<file path="src/rtl/irq2_pkg.sv">
package irq2_pkg;
  localparam int unsigned SRC_N     = 5;
  localparam int unsigned SRC_IDX_W = $clog2(SRC_N);

  typedef struct packed {
    logic                 valid;
    logic                 hi;
    logic [SRC_IDX_W-1:0] idx;
    logic [SRC_N-1:0]     onehot;
  } grant_t;
endpackage

</file>
<file path="src/rtl/irq2_sampler.sv">
module irq2_sampler #(
  parameter int unsigned N = 5
) (
  input  logic         clk,
  input  logic         rst_n,
  input  logic [N-1:0] raw,
  input  logic         hold,
  input  logic [N-1:0] drop,
  output logic [N-1:0] eff
);
  logic [N-1:0] held_q;

  // While the late window is open the boundary sees the last early snapshot.
  assign eff = hold ? held_q : raw;

  always_ff @(posedge clk) begin
    if (!rst_n) held_q <= '0;
    else        held_q <= eff & ~drop;
  end
endmodule

</file>
<file path="src/rtl/irq2_arbiter.sv">
module irq2_arbiter
  import irq2_pkg::*;
#(
  parameter int unsigned N     = SRC_N,
  parameter int unsigned IDX_W = SRC_IDX_W
) (
  input  logic [N-1:0]     cand_hi,
  input  logic [N-1:0]     cand_lo,
  input  logic             hi_act,
  input  logic             lo_act,
  output logic             gnt_valid,
  output logic             gnt_hi,
  output logic [IDX_W-1:0] gnt_idx,
  output logic [N-1:0]     gnt_onehot
);
  logic [N:0]   hi_below;
  logic [N:0]   lo_below;
  logic [N-1:0] hi_first;
  logic [N-1:0] lo_first;

  assign hi_below[0] = 1'b0;
  assign lo_below[0] = 1'b0;

  // Prefix chain: a bit wins if no lower index of the same level requests.
  for (genvar i = 0; i < N; i++) begin : g_pick
    assign hi_first[i]   = cand_hi[i] & ~hi_below[i];
    assign lo_first[i]   = cand_lo[i] & ~lo_below[i];
    assign hi_below[i+1] = hi_below[i] | cand_hi[i];
    assign lo_below[i+1] = lo_below[i] | cand_lo[i];
  end

  logic hi_ok;
  logic lo_ok;
  assign hi_ok = !hi_act && hi_below[N];
  assign lo_ok = !hi_act && !lo_act && !hi_below[N] && lo_below[N];

  assign gnt_valid  = hi_ok || lo_ok;
  assign gnt_hi     = hi_ok;
  assign gnt_onehot = hi_ok ? hi_first : (lo_ok ? lo_first : '0);

  always_comb begin
    gnt_idx = '0;
    for (int i = 0; i < N; i++) begin
      if (gnt_onehot[i]) gnt_idx = gnt_idx | IDX_W'(i);
    end
  end
endmodule

</file>
<file path="src/rtl/irq2_level.sv">
module irq2_level (
  input  logic clk,
  input  logic rst_n,
  input  logic set_hi,
  input  logic set_lo,
  input  logic ret,
  output logic hi_act,
  output logic lo_act
);
  always_ff @(posedge clk) begin
    if (!rst_n) begin
      hi_act <= 1'b0;
      lo_act <= 1'b0;
    end else begin
      if (set_hi)               hi_act <= 1'b1;
      else if (ret && hi_act)   hi_act <= 1'b0;
      if (set_lo)               lo_act <= 1'b1;
      else if (ret && !hi_act)  lo_act <= 1'b0;
    end
  end
endmodule

</file>
<file path="src/rtl/irq2_ctrl.sv">
module irq2_ctrl
  import irq2_pkg::*;
#(
  parameter int unsigned ADDR_W     = 16,
  parameter int unsigned REG_W      = 8,
  parameter int unsigned GEN_BIT    = 7,
  parameter int unsigned VEC_BASE   = 3,
  parameter int unsigned VEC_STRIDE = 8,
  parameter logic [SRC_N-1:0] AUTOCLR = 5'b01111
) (
  input  logic              clk,
  input  logic              rst_n,
  input  logic              ext0_req,
  input  logic              tmr0_req,
  input  logic              ext1_req,
  input  logic              tmr1_req,
  input  logic              ser_tx_req,
  input  logic              ser_rx_req,
  input  logic [REG_W-1:0]  en_reg,
  input  logic [REG_W-1:0]  pri_reg,
  input  logic              insn_end,
  input  logic              late_win,
  input  logic              reti,
  output logic              call_req,
  output logic [ADDR_W-1:0] vec_addr,
  output logic [SRC_N-1:0]  flag_clr,
  output logic              lvl_lo_act,
  output logic              lvl_hi_act
);
  logic [SRC_N-1:0]     raw;
  logic [SRC_N-1:0]     eff;
  logic [SRC_N-1:0]     drop;
  logic [SRC_N-1:0]     en_ok;
  logic [SRC_N-1:0]     cand_hi;
  logic [SRC_N-1:0]     cand_lo;
  logic                 gnt_valid;
  logic                 gnt_hi;
  logic [SRC_IDX_W-1:0] gnt_idx;
  logic [SRC_N-1:0]     gnt_onehot;
  logic                 take;
  logic                 unused_regs;

  assign unused_regs = ^{en_reg[REG_W-1:SRC_N], pri_reg[REG_W-1:SRC_N]};

  assign raw = {ser_tx_req | ser_rx_req, tmr1_req, ext1_req, tmr0_req, ext0_req};

  irq2_sampler #(.N(SRC_N)) u_samp (
    .clk(clk), .rst_n(rst_n), .raw(raw), .hold(late_win),
    .drop(drop), .eff(eff)
  );

  assign en_ok   = eff & en_reg[SRC_N-1:0] & {SRC_N{en_reg[GEN_BIT]}};
  assign cand_hi = en_ok & pri_reg[SRC_N-1:0];
  assign cand_lo = en_ok & ~pri_reg[SRC_N-1:0];

  irq2_arbiter #(.N(SRC_N), .IDX_W(SRC_IDX_W)) u_arb (
    .cand_hi(cand_hi), .cand_lo(cand_lo),
    .hi_act(lvl_hi_act), .lo_act(lvl_lo_act),
    .gnt_valid(gnt_valid), .gnt_hi(gnt_hi),
    .gnt_idx(gnt_idx), .gnt_onehot(gnt_onehot)
  );

  assign take = insn_end && gnt_valid;
  assign drop = take ? gnt_onehot : '0;

  irq2_level u_lvl (
    .clk(clk), .rst_n(rst_n),
    .set_hi(take && gnt_hi), .set_lo(take && !gnt_hi),
    .ret(reti), .hi_act(lvl_hi_act), .lo_act(lvl_lo_act)
  );

  always_ff @(posedge clk) begin
    if (!rst_n) begin
      call_req <= 1'b0;
      vec_addr <= '0;
      flag_clr <= '0;
    end else begin
      call_req <= take;
      flag_clr <= take ? (gnt_onehot & AUTOCLR) : '0;
      if (take) vec_addr <= ADDR_W'(VEC_BASE + VEC_STRIDE * int'(gnt_idx));
    end
  end
endmodule

</file>
<file path="config.mk">
export PLATFORM = sky130hd
export DESIGN_NAME = irq2_ctrl
export DESIGN_NICKNAME = d
export VERILOG_FILES = /design/src/rtl/irq2_pkg.sv /design/src/rtl/irq2_sampler.sv /design/src/rtl/irq2_arbiter.sv /design/src/rtl/irq2_level.sv /design/src/rtl/irq2_ctrl.sv
export SDC_FILE = /design/constraint.sdc
export NUM_CORES = 1
export LEC_CHECK = 0
export BUFFER_PORTS_ARGS = -buffer_cell sky130_fd_sc_hd__buf_2
export CORE_ASPECT_RATIO = 1.5
export CORE_MARGIN = 3
export CORE_UTILIZATION = 40
export CTS_BUF_LIST = sky130_fd_sc_hd__clkbuf_8
export DETAILED_ROUTE_END_ITERATION = 8
export GPL_ROUTABILITY_DRIVEN = 0
export GPL_TIMING_DRIVEN = 0
export PLACE_DENSITY = 0.73
export SYNTH_ARGS = -nofsm -noshare
export SYNTH_HDL_FRONTEND = slang
export SYNTH_SLANG_ARGS = --single-unit
</file>
<file path="constraint.sdc">
create_clock -name clk -period 4.12 [get_ports clk]
set_clock_uncertainty 0.05 [all_clocks]
set_input_delay 0.206 -clock clk [delete_from_list [all_inputs] [get_ports clk]]
set_output_delay 0.206 -clock clk [all_outputs]
set_load 0.01 [all_outputs]
</file>
==> impl_metrics.env <==
export IMPL_antenna_found_initial=0
export IMPL_cts_setup_buffers=0
export IMPL_synthSimpleGateAreaFrac_pct=29.0
export IMPL_cap_violations=0
export IMPL_htreeDepth=1
export IMPL_ys_seq_area_share_pct=33.9
export IMPL_drtPass1Iterations=4
export IMPL_fmax_mhz=545
export IMPL_ff2ff_setup_slack_ns=2.29
export IMPL_fp_dieW_um=45.7
export IMPL_clkTransAtPathRegs_ns=0.06
export IMPL_rows=21
export IMPL_async_flop_share_pct=0
export IMPL_fin_total_pwr_uw=396
export IMPL_yosysTopAreaCell="dfxtp_1"
export IMPL_synth_top_family_by_area="simple AND/OR/NAND/NOR gates"
export IMPL_nFillCells=216
export IMPL_r2r_cells=7
export IMPL_cts_max_path_buffers=2
export IMPL_drive_gt1_share_pct=38.5
export IMPL_outcome="finished, final reports clean"
export IMPL_synthTopCellsByArea="dfxtp_1 34%, buf_4 10%, and3_1 3.3%"
export IMPL_fin_crit_ns=1.83
export IMPL_synth_distinct_cells=37
export IMPL_synth_area_um2=946
export IMPL_synth_edf_count=0
export IMPL_clock_sinks=16
export IMPL_setup_viol=0
export IMPL_worstSetupStartpointType="flop"
export IMPL_synthTopCellsByCount="16 x dfxtp_1, 13 x buf_4, 8 x nand2_1, 6 x nor2_1"
export IMPL_grt_usage_pct=15.9
export IMPL_syn_to_final_growth_pct=30.2
export IMPL_fin_nets=184
export IMPL_vias=926
export IMPL_synthMuxAreaShare_pct=5.56
export IMPL_n_antenna_cell=0
export IMPL_io_buffers=32
export IMPL_arrival_ns=1.92
export IMPL_grt_pass1_wl_mm=3.65
export IMPL_whs_ns=0.124
export IMPL_grt_setup_unrepaired="false"
export IMPL_path_class="flop to flop"
export IMPL_multi_input_area_um2=544
export IMPL_drv_slew=0
export IMPL_dp_cells=175
export IMPL_fin_tns_setup_ns=0
export IMPL_synth_warnings=0
export IMPL_post_drt_wl_per_cell_um=12.6
export IMPL_synth_compound_area_share_pct=18.3
export IMPL_finalHoldViolCount=0
export IMPL_via_per_inst=5.17
export IMPL_drc=0
export IMPL_ys_flop_type="dfxtp_1"
export IMPL_die_area_um2=3000
export IMPL_holdCritPathClass="input port to flop"
export IMPL_grt_pass1_vias=862
export IMPL_final_area_um2=1230
export IMPL_fp_dieH_um=65.6
export IMPL_synth_adder_area_share_pct=0
export IMPL_clk_latency_ns=0.25
export IMPL_synth_seq_cells=16
export IMPL_synth_most_common_cell="dfxtp_1"
export IMPL_core_um2=2230
export IMPL_synth_xor_area_share_pct=0
export IMPL_fin_cells=179
export IMPL_worstSetupEndpointType="flop"
export IMPL_yosysTopAreaCellShare_pct=33.9
export IMPL_critPathRequiredTime_ns=4.21
export IMPL_synthCells=109
export IMPL_synth_avg_cell_area_um2=8.68
export IMPL_io_pins=51
export IMPL_tritoncts="yes"
export IMPL_overflow=0
export IMPL_hpwl_mm=1.86
export IMPL_start_util_pct=42.4
export IMPL_cts_root_buf="clkbuf_8"
export IMPL_cts_resized_gates=0
export IMPL_grt_start_max_net_pins=11
export IMPL_period_share_pct=44.5
export IMPL_crit_fanout=8
export IMPL_hold_buffers=0
export IMPL_holdPathStages=2
export IMPL_dpl_cell_area_um2=1180
export IMPL_power_per_cell_area_nw_per_um2=321
export IMPL_peakVddDrop_mv=0.125
export IMPL_numCtsBuffers=3
export IMPL_dr_first_iter_drc_count=26
export IMPL_wl_mm=2.25
export IMPL_seqCellArea_um2=320
export IMPL_p_leak_uw=0.000649
export IMPL_antenna_left=0
==> state kept, by name (all words and copies together), names as in the netlist <==
name,cells
vec_addr,4
flag_clr,4
u_samp.held_q,5
call_req,1
u_lvl.lo_act,1
u_lvl.hi_act,1
==> layout make-up <==
class	count	area share [%]
Sequential cell	16	26.0
Timing Repair Buffer	32	13.0
Clock buffer	4	4.47
Buffer	16	9.04
Inverter	3	0.915
Multi-Input combinational cell	85	44.2
Tap cell	23	2.34
==> cell usage in the layout (no fill, tap or decap), drive strengths merged <==
master	instances
buf	47
dfxtp	16
conb	12
nand2	8
nor2	6
nand4	6
a21oi	6
and3	5
clkbuf	5
nor3	4
nand2b	4
mux2	4
inv	3
nor2b	3
nand3	2
a211o	2
nand4b	2
a22o	2
and2	2
o21ai	2
or3	2
o311a	2
o22ai	2
o2111a	1
a211oi	1
and4	1
or2	1
nor4	1
o211ai	1
or3b	1
a21boi	1
o21a	1
==> critical path: stages, from the launching register on <==
cell and delay [ns]:
dfxtp_1 0.30, mux2_4 0.26, nand4b_1 0.18, o2111a_2 0.29, a211oi_4 0.09, or2_1 0.22, buf_2 0.16, and3_1 0.18
==> power breakdown <==
part	switching (µW)	internal, µW	leakage [µW]
clock network	51.7	84.6	0.0000288
registers	4.57	164	0.000131
logic	47.4	43.7	0.000489
==> worst paths after layout <==
kind | to | from
max | flag_clr[2] | u_samp.held_q[0]
min | u_samp.held_q[0] | insn_end
max reg2reg | flag_clr[2] | u_samp.held_q[0]
min reg2reg | vec_addr[1] | vec_addr[1]
==> logic make-up after synthesis <==
logic type,Yosys count
DFF,16
and+or+nand+nor,48
muxes,4
AOI/OAI and AO/OA,21
other,1
buffers and inverters,19
==> metal layers <==
| layer | track usage (%) | wire [µm] | part of all wire (%) | vias up |
|---|---|---|---|---|
| li1 | - | - | - | 468 |
| met1 | 18.1 | 857 | 38 | 408 |
| met2 | 27.8 | 1180 | 53 | 43 |
| met3 | 2.47 | 171 | 7.6 | 7 |
| met4 | 6.76 | 40 | 1.8 | 0 |
| met5 | 0 | 0 | 0 | - |
==> through the flow <==
stage	worst slack [ns]	util (%)
floorplan	2.39	-
global placement	2.14	52.7
detailed placement	2.12	52.7
CTS	2.30	55.1
global route	2.19	55.1
finish	2.29	55.1
Note: power is estimated with default switching activity, not from simulation.
